==> config.mk <==
export PLATFORM = sky130hd
export DESIGN_NAME = clkmon_top
export DESIGN_NICKNAME = d
export VERILOG_FILES = /design/src/rtl/clkmon_pkg.sv /design/src/rtl/clkmon_edge_sync.sv /design/src/rtl/clkmon_gap_timer.sv /design/src/rtl/clkmon_lock_combine.sv /design/src/rtl/clkmon_flag_ctrl.sv /design/src/rtl/clkmon_top.sv
export SDC_FILE = /design/constraint.sdc
export NUM_CORES = 1
export LEC_CHECK = 0
export BUFFER_PORTS_ARGS = -buffer_cell sky130_fd_sc_hd__buf_2
export CAP_MARGIN = 30
export CORE_ASPECT_RATIO = 1.1
export CORE_MARGIN = 5
export CORE_UTILIZATION = 60
export DETAILED_ROUTE_END_ITERATION = 10
export MAX_ROUTING_LAYER = met4
export PLACE_DENSITY = 0.92
export SYNTH_ARGS = -nofsm -noshare
export SYNTH_HDL_FRONTEND = slang
export SYNTH_SLANG_ARGS = --single-unit
==> constraint.sdc <==
create_clock -name mon_clk -period 5.35 [get_ports mon_clk]
set_input_delay 0.2675 -clock mon_clk [delete_from_list [all_inputs] [get_ports mon_clk]]
set_output_delay 0.2675 -clock mon_clk [all_outputs]
set_load 0.02 [all_outputs]
==> src/rtl/clkmon_pkg.sv <==
`timescale 1ns/1ps
// Package: shared constants and types for the clock stop and lock monitor.
// Assumes the monitored clocks are indexed in the order given by mon_src_e.
package clkmon_pkg;

    // Index of each monitored clock inside the synchroniser bank.
    typedef enum int {
        SRC_REF_PRI = 0,
        SRC_REF_SEC = 1,
        SRC_FB      = 2
    } mon_src_e;

    localparam int NUM_SRC     = 3;
    localparam int SYNC_STAGES = 2;

    // Activity verdicts for the two supervised paths.
    typedef struct packed {
        logic ref_idle;
        logic fb_idle;
    } idle_t;

endpackage

==> src/rtl/clkmon_edge_sync.sv <==
`timescale 1ns/1ps
// Module: clkmon_edge_sync
// Brings one asynchronous clock into the monitor domain through a chain of
// STAGES flops. It then emits a one-cycle pulse for every transition seen at
// the end of the chain.
// Assumes the watched clock toggles slower than half the monitor rate.
module clkmon_edge_sync #(
    parameter int STAGES = 2
) (
    input  logic mon_clk,
    input  logic rst_n,
    input  logic raw_clk,
    output logic toggled
);

    localparam int CHAIN = STAGES + 1;

    logic [CHAIN-1:0] chain_q;

    // Shift the raw clock level through the synchroniser and history flop.
    always_ff @(posedge mon_clk or negedge rst_n) begin
        if (!rst_n) begin
            chain_q <= '0;
        end else begin
            chain_q <= {chain_q[CHAIN-2:0], raw_clk};
        end
    end

    // A transition is a difference between the last stage and its history.
    assign toggled = chain_q[STAGES-1] ^ chain_q[STAGES];

endmodule

==> src/rtl/clkmon_gap_timer.sv <==
`timescale 1ns/1ps
// Module: clkmon_gap_timer
// Counts monitor cycles since the most recent edge pulse, saturating at its
// maximum. It reports idle once the count reaches the given window.
// Assumes the window is at least 2 so that a running clock never looks idle.
module clkmon_gap_timer #(
    parameter int CW = 9
) (
    input  logic          mon_clk,
    input  logic          rst_n,
    input  logic          edge_seen,
    input  logic [CW-1:0] window,
    output logic          idle
);

    localparam logic [CW-1:0] GAP_MAX = '1;

    logic [CW-1:0] gap_q;

    // Restart the gap on an edge, otherwise count up to saturation.
    always_ff @(posedge mon_clk or negedge rst_n) begin
        if (!rst_n) begin
            gap_q <= '0;
        end else if (edge_seen) begin
            gap_q <= '0;
        end else if (gap_q != GAP_MAX) begin
            gap_q <= gap_q + 1'b1;
        end
    end

    // Compare the running gap with the quiet window.
    assign idle = (gap_q >= window);

endmodule

==> src/rtl/clkmon_lock_combine.sv <==
`timescale 1ns/1ps
// Module: clkmon_lock_combine
// Forms the overall lock from the feedback lock and the deskew lanes. A lane
// that is not enabled is treated as satisfied.
// Assumes lane enables are static or change only in step with the monitor clock.
module clkmon_lock_combine #(
    parameter int NLANE = 2
) (
    input  logic             fb_locked,
    input  logic [NLANE-1:0] lane_en,
    input  logic [NLANE-1:0] lane_lock,
    output logic             all_locked
);

    logic [NLANE-1:0] lane_ok;

    // One satisfaction term per deskew lane.
    for (genvar i = 0; i < NLANE; i++) begin : g_lane
        assign lane_ok[i] = lane_lock[i] | ~lane_en[i];
    end

    // The overall lock needs feedback lock and every lane satisfied.
    assign all_locked = fb_locked & (&lane_ok);

endmodule

==> src/rtl/clkmon_flag_ctrl.sv <==
`timescale 1ns/1ps
// Module: clkmon_flag_ctrl
// Holds the sticky stopped flags, the registered feedback lock, the reset
// request and the reference select, which is captured once after reset.
// Flags only start updating after the first monitor edge following reset.
// Assumes the idle verdicts and the detector flags are in the monitor domain.
module clkmon_flag_ctrl
    import clkmon_pkg::*;
(
    input  logic  mon_clk,
    input  logic  rst_n,
    input  logic  in_sel,
    input  idle_t idle,
    input  logic  freq_ok,
    input  logic  phase_ok,
    input  logic  all_locked,
    output logic  sel_pri,
    output logic  ref_stopped,
    output logic  fb_stopped,
    output logic  fb_locked,
    output logic  reset_req
);

    logic armed_q;
    logic locked_d;

    // Arm the flag logic on the first monitor edge after reset release.
    always_ff @(posedge mon_clk or negedge rst_n) begin
        if (!rst_n) armed_q <= 1'b0;
        else        armed_q <= 1'b1;
    end

    // Capture the reference choice once, while not yet armed.
    always_ff @(posedge mon_clk or negedge rst_n) begin
        if (!rst_n)        sel_pri <= 1'b1;
        else if (!armed_q) sel_pri <= in_sel;
    end

    // Feedback lock needs both detector flags and both clocks active.
    always_ff @(posedge mon_clk or negedge rst_n) begin
        if (!rst_n) fb_locked <= 1'b0;
        else        fb_locked <= armed_q & freq_ok & phase_ok
                                 & ~idle.ref_idle & ~idle.fb_idle;
    end

    // Reference-stopped flag: set on idle, cleared after activity and relock.
    always_ff @(posedge mon_clk or negedge rst_n) begin
        if (!rst_n) begin
            ref_stopped <= 1'b0;
        end else if (armed_q && idle.ref_idle) begin
            ref_stopped <= 1'b1;
        end else if (ref_stopped && !idle.ref_idle && fb_locked) begin
            ref_stopped <= 1'b0;
        end
    end

    // Feedback-stopped flag: same release rule as the reference flag.
    always_ff @(posedge mon_clk or negedge rst_n) begin
        if (!rst_n) begin
            fb_stopped <= 1'b0;
        end else if (armed_q && idle.fb_idle) begin
            fb_stopped <= 1'b1;
        end else if (fb_stopped && !idle.fb_idle && fb_locked) begin
            fb_stopped <= 1'b0;
        end
    end

    // Delay the overall lock to spot a falling edge.
    always_ff @(posedge mon_clk or negedge rst_n) begin
        if (!rst_n) locked_d <= 1'b0;
        else        locked_d <= all_locked;
    end

    // Sticky reset request once the overall lock has fallen.
    always_ff @(posedge mon_clk or negedge rst_n) begin
        if (!rst_n)                                reset_req <= 1'b0;
        else if (armed_q && locked_d && !all_locked) reset_req <= 1'b1;
    end

endmodule

==> src/rtl/clkmon_top.sv <==
`timescale 1ns/1ps
// Module: clkmon_top
// Clock stop and lock monitor. It synchronises the two reference clocks and
// the feedback clock, times quiet gaps, keeps sticky stopped flags, and forms
// the feedback and overall lock outputs plus a sticky reset request.
// Assumes stop_limit >= 2 and that the watched clocks run below a quarter of
// the monitor clock rate.
module clkmon_top #(
    parameter int LIM_W      = 8,
    parameter int NUM_DESKEW = 2
) (
    input  logic                  mon_clk,
    input  logic                  rst_n,
    input  logic                  ref_clk_pri,
    input  logic                  ref_clk_sec,
    input  logic                  fb_clk,
    input  logic                  in_sel,
    input  logic [LIM_W-1:0]      stop_limit,
    input  logic                  freq_ok,
    input  logic                  phase_ok,
    input  logic [NUM_DESKEW-1:0] deskew_en,
    input  logic [NUM_DESKEW-1:0] deskew_lock,
    output logic                  ref_stopped,
    output logic                  fb_stopped,
    output logic                  fb_locked,
    output logic                  locked,
    output logic                  reset_req
);
    import clkmon_pkg::*;

    localparam int GAP_W = LIM_W + 1;

    logic [NUM_SRC-1:0] raw_vec;
    logic [NUM_SRC-1:0] tog_vec;
    logic               sel_pri;
    logic               ref_edge;
    logic [GAP_W-1:0]   ref_window;
    logic [GAP_W-1:0]   fb_window;
    idle_t              idle;

    assign raw_vec[SRC_REF_PRI] = ref_clk_pri;
    assign raw_vec[SRC_REF_SEC] = ref_clk_sec;
    assign raw_vec[SRC_FB]      = fb_clk;

    // One synchroniser and edge detector per watched clock.
    for (genvar i = 0; i < NUM_SRC; i++) begin : g_sync
        clkmon_edge_sync #(.STAGES(SYNC_STAGES)) u_sync (
            .mon_clk (mon_clk),
            .rst_n   (rst_n),
            .raw_clk (raw_vec[i]),
            .toggled (tog_vec[i])
        );
    end

    // Route the selected reference and derive both quiet windows.
    assign ref_edge   = sel_pri ? tog_vec[SRC_REF_PRI] : tog_vec[SRC_REF_SEC];
    assign ref_window = {stop_limit, 1'b0};
    assign fb_window  = {1'b0, stop_limit};

    clkmon_gap_timer #(.CW(GAP_W)) u_ref_gap (
        .mon_clk   (mon_clk),
        .rst_n     (rst_n),
        .edge_seen (ref_edge),
        .window    (ref_window),
        .idle      (idle.ref_idle)
    );

    clkmon_gap_timer #(.CW(GAP_W)) u_fb_gap (
        .mon_clk   (mon_clk),
        .rst_n     (rst_n),
        .edge_seen (tog_vec[SRC_FB]),
        .window    (fb_window),
        .idle      (idle.fb_idle)
    );

    clkmon_flag_ctrl u_flags (
        .mon_clk     (mon_clk),
        .rst_n       (rst_n),
        .in_sel      (in_sel),
        .idle        (idle),
        .freq_ok     (freq_ok),
        .phase_ok    (phase_ok),
        .all_locked  (locked),
        .sel_pri     (sel_pri),
        .ref_stopped (ref_stopped),
        .fb_stopped  (fb_stopped),
        .fb_locked   (fb_locked),
        .reset_req   (reset_req)
    );

    clkmon_lock_combine #(.NLANE(NUM_DESKEW)) u_lock (
        .fb_locked  (fb_locked),
        .lane_en    (deskew_en),
        .lane_lock  (deskew_lock),
        .all_locked (locked)
    );

endmodule

Yosys cells after proc, flatten, opt, wreduce, memory -nomap -nowiden --
Cells that the tools add are included.
Cells by class: add/sub/neg operators 2, $lt $le $gt $ge 2, eq/ne operators 2, muxes and demuxes 9, bitwise gates (word level) 14, reductions and logical operators 16
Operators by type and width (count):
- $mux 9 | 4
- $add 9x1->9 const B | 2
- $ne 9x9->1 const B | 2
- $ge 9x8->1 | 1
- $ge 9x9->1 | 1
- $logic_and 1x1->1 | 8
- $reduce_bool 2->1 | 4
- $and 1x1->1 | 5
- $mux 1 | 5
- $not 1->1 | 4
- $logic_not 1->1 | 3
- $xor 1x1->1 | 3
- $or 1x1->1 | 2
- $reduce_and 2->1 | 1
Storage, ports and cells: bits in registers 34, input port bits 20, output and inout port bits 5, logic and storage cells 57

Depth between registers and ports, before layout --
depth after elaboration 6, depth in mapped cells 9, gate-level depth less buffers 8

Modules after synthesis --
Synthesis repeated with hierarchy kept, for this count alone.
Unflattened totals: cells, all modules 184, area, all modules 1910.6 um^2
By module, submodules not included:
- clkmon_gap_timer | times used 2, cells each 74, area an instance 686.9 um^2, sequential area each 225.2 um^2
- clkmon_edge_sync | times used 3, cells each 4, area an instance 83.8 um^2, sequential area each 75.1 um^2
- clkmon_flag_ctrl | times used 1, cells each 19, area an instance 247.7 um^2, sequential area each 176.4 um^2
- clkmon_lock_combine | times used 1, cells each 3, area an instance 18.8 um^2, sequential area each 0.0 um^2
- clkmon_top | times used 1, cells each 2, area an instance 18.8 um^2, sequential area each 0.0 um^2

Worst setup path after synthesis --
Ideal clock, no wire load.
path type reg-to-reg, start reg u_fb_gap.gap_q[0], end reg u_fb_gap.gap_q[5], library setup time 79 ps, arrival time 1677 ps, data required time 5271 ps, path slack 3594 ps, stages on the path, launching flop included 9, path buffers 1, clock period less this slack 1756 ps, cell sequence dfrtp_1 -> ha_1 -> nand3_1 -> nor2_1 -> ha_1 -> buf_6 -> nand4b_4 -> or3_1 -> a21oi_1
On the way: word-level cells in the longest chain between the ends 3, elaborated cells between the ends (all ways) 5, those cells by class 1 x add/sub; 1 x eq/ne; 2 x mux; 1 x reduce/logical
Ends and longest elaborated chain:
- start: declaration | RTL line clkmon_gap_timer.sv:18 | logic [CW-1:0] gap_q;
- start signal: assignment | RTL line clkmon_gap_timer.sv:27 | gap_q <= gap_q + 1'b1;
- $add 9x1->9 | RTL line clkmon_gap_timer.sv:27
- $mux 9 | RTL line clkmon_gap_timer.sv:26 | end else if (gap_q != GAP_MAX) begin
- $mux 9 | RTL line clkmon_gap_timer.sv:24 | end else if (edge_seen) begin
Parallel ways exist; a longest one is shown, timed or not. The select of a mux whose other input is x is not followed. A chain may end at the register's enable or synchronous reset.

Worst setup path after layout --
start reg u_ref_gap.gap_q[2], end reg u_ref_gap.gap_q[7]
On the way: word-level cells in the longest chain between the ends 3, elaborated cells between the ends (all ways) 5, those cells by class 1 x add/sub; 1 x eq/ne; 2 x mux; 1 x reduce/logical
Ends and longest elaborated chain (RTL line):
- start: declaration | clkmon_gap_timer.sv:18
- start signal: assignment | clkmon_gap_timer.sv:27
- $add 9x1->9 | clkmon_gap_timer.sv:27
- $mux 9 | clkmon_gap_timer.sv:26
- $mux 9 | clkmon_gap_timer.sv:24
Parallel ways exist; a longest one is shown, timed or not. The select of a mux whose other input is x is not followed.

==> impl_metrics.toml <==
[outcome]
outcome = "complete, no violations"

[grt]
globalRouteTotalUtil_pct = 20.1
grt_max_degree = 35
antenna_found_initial = 0
groute.layer.met2.usage_pct = 35.6
number_of_global_route_vias_before_repair = 1388
grt_use_met1_pct = 19.9
grt_first_pass_wirelength_um = 5930
globalRouteMet3Util_pct = 6.01
globalRoute.busiestLayer = "met2"
globalRoute.totalOverflow = 0

[cts]
cts-buffers-inserted = 5
clock_latency_ns = 0.35
tritoncts = "built"
cts.root.buffer_cell = "clkbuf_4"
path_clk_slew_ns = 0.10
clockBufferDepth = 2
cts_htree_levels = 2
post_cts_resized = 0
tritoncts_num_sinks = 34

[final_layout]
nFillCells = 199
areaGrowthSynthToFinish_pct = 14.4
layout.nets = 241
drive_above_1_share_pct = 17.3
mostFrequentLayoutCell = "dfrtp_1"
fin_util_pct = 72.1
most_frequent_cells_in_the_layout = "dfrtp_1, buf_2, nor2_1"
final-instance-count-excl-fill = 235
num_antenna_cells = 0

[die]
floorplan.initialDensity_pct = 63.0
num_io_pins = 25
die-height_um = 66.9
die_width_um = 61.7
std_cell_rows = 20
fp.coreArea_um2 = 2800
die_area_um2 = 4130

[power]
power_frac_comb_pct = 15.3
power_leakage_nw = 1.06
power_density_nw_per_um2 = 288
sequential_power_share_pct = 50.8
total_power_w = 0.000582
irDropWorstVdd_v = 0.000266
internal-power_w = 0.000427
sw_frac_of_total_pct = 26.7
clkPwrFrac_pct = 34.0
total_switching_power_w = 0.000156

[synthesis]
synth_top_cells_by_area = "dfrtp_1, ha_1, xor2_1, nor2_1, inv_1"
netlist.area_leader.share_pct = 46.7
post_synth_net_total = 209
asyncSetResetFlopFracSynth_pct = 100
post_synth_num_cell_types = 31
synth_area_per_cell_um2 = 10.5
mappedNetlistArea_um2 = 1770
ffs_latches_synth = 34
synth_sequential_area_ratio_pct = 48.2
yosysWarnings = 0
synth_top_area_cell = "dfrtp_1"
synth_enable_flop_cells = 0
synth_flop_cell = "dfrtp_1"
postSynthCellCount = 169

[timing]
final_max_slew_viol_count = 0
setup-tns-final_ns = 0
grt_setup_unrepaired = "false"
achievable-frequency_ghz = 0.512
fin_worst_hold_slack_ns = 0.0365
finalClockSkew_ns = 0.0178
final-hold-violation-count = 0
timing.slew.headroom_pct = 51.3
final_min_period_over_clock_period_pct = 36.5
period_minus_slack_ns = 1.95
tightestPinTransition_ns = 0.731
setup_viol_count_final = 0

[placed_design]
gpl.final_weighted_congestion = 0.843
hpwl_um = 2700
i_o_buffers = 24
dp.cells = 225

[detailed_routing]
final_antenna_net_count = 0
vias = 1323
post_drt_wl_per_cell_um = 15.3
drt_iter0_drc = 58
postRouteWirelength_um = 3600
vias_per_cell = 5.63
drt_first_pass_iters = 7
drc_errors = 0

[setup_path]
timing.setup.critical_path_class = "flop to flop"
startpoint_type = "flop"
path_max_fanout = 5
arrival_ns = 2.17
worst-endpoint-required_ns = 5.56
end_kind = "flop"

[job]
max_cap_viol_count = 0

[min_path]
min_path_type = "input port to flop"
## kinds of logic (layout without fill, tap and decap cells)
family	count (synthesis)	count (layout)	share of synthesized area [%]
muxes	5	5	2.90
adders and majority gates	20	20	14.2
buffers and inverters	16	49	3.82
and+or+nand+nor	55	55	15.4
DFF	34	34	48.2
xor gates and xnor gates	15	15	7.44
other	1	1	0.212
AOI/OAI and AO/OA	23	23	7.86
## synth_stat cells, types with 2 or more instances
cell and count:
inv_1 15, xnor2_1 3, xor2_1 12, nor2_1 23, and3_1 3, dfrtp_1 33, nand3_1 5, or3_1 2
mux2i_1 4, nand4_1 3, a211oi_1 2, a21oi_1 8, o21ai_0 6, nor2b_1 3, nand2_1 12, ha_1 20
## critical path: stages, from the launching register on
cell	delay, ns
dfrtp_1	0.45
and3_1	0.24
nand3_1	0.11
nor2_1	0.06
ha_1	0.26
nor3b_1	0.33
nand2b_1	0.14
xor2_1	0.19
nor2_1	0.06
## flip-flops by register name (all words and copies together), names as in the netlist
register,cells
u_flags.sel_pri,1
u_flags.fb_stopped,1
u_ref_gap.gap_q,9
u_flags.ref_stopped,1
g_sync.u_sync.chain_q,9
u_flags.reset_req,1
u_flags.locked_d,1
u_flags.armed_q,1
u_fb_gap.gap_q,9
u_flags.fb_locked,1
## power by group through the flow
stage	clock, W	sequential [W]	combinational, W
2_1_floorplan	0	0.000299	0.0000559
3_3_place_gp	0	0.000298	0.0000814
3_5_place_dp	0	0.000300	0.0000878
4_1_cts	0.000200	0.000295	0.0000897
5_1_grt	0.000214	0.000298	0.000102
6_report	0.000198	0.000296	0.0000888
## per-stage QoR
stage | cell area (um^2) | worst slack, ns
after global placement | 1920 | 3.52
final | 2020 | 3.40
after detailed placement | 1920 | 3.44
after CTS | 2010 | 3.41
after floorplan | 1770 | 3.59
after global routing | 2020 | 3.27
## what timing repair did
item,in CTS,in global routing
hold endpoints to repair,15,1
hold buffers,1,1
buffers inserted,0,0
setup endpoints to repair,0,0
## per-layer routing
layer	vias up	routed length, um
li1	636	-
met1	642	1370
met2	33	1990
met3	12	161
met4	0	73
met5	-	0
## final timing paths
kind / cells past startpoint / endpoint / slack (ns) / from
max in group asynchronous: 2 / g_sync[0].u_sync.chain_q[2] / 4.37 / rst_n
max: 8 / u_ref_gap.gap_q[7] / 3.40 / u_ref_gap.gap_q[2]
min in group asynchronous: 2 / u_fb_gap.gap_q[3] / 0.50 / rst_n
min: 1 / g_sync[1].u_sync.chain_q[0] / 0.04 / ref_clk_sec
min reg2reg: 0 / g_sync[1].u_sync.chain_q[1] / 0.36 / g_sync[1].u_sync.chain_q[0]
max reg2reg: 8 / u_ref_gap.gap_q[7] / 3.40 / u_ref_gap.gap_q[2]
## area by class of cell
cell class | count | area (um^2) | share of cell area [%]
tap | 33 | 41.3 | 2.04
multi-input combinational | 119 | 847 | 41.9
sequential | 34 | 852 | 42.1
clock buffer | 7 | 55.1 | 2.72
clock inverter | 1 | 30.0 | 1.49
timing repair buffer | 26 | 140 | 6.93
inverter | 15 | 56.3 | 2.78
No activity file was read; power rests on OpenSTA's default activity.
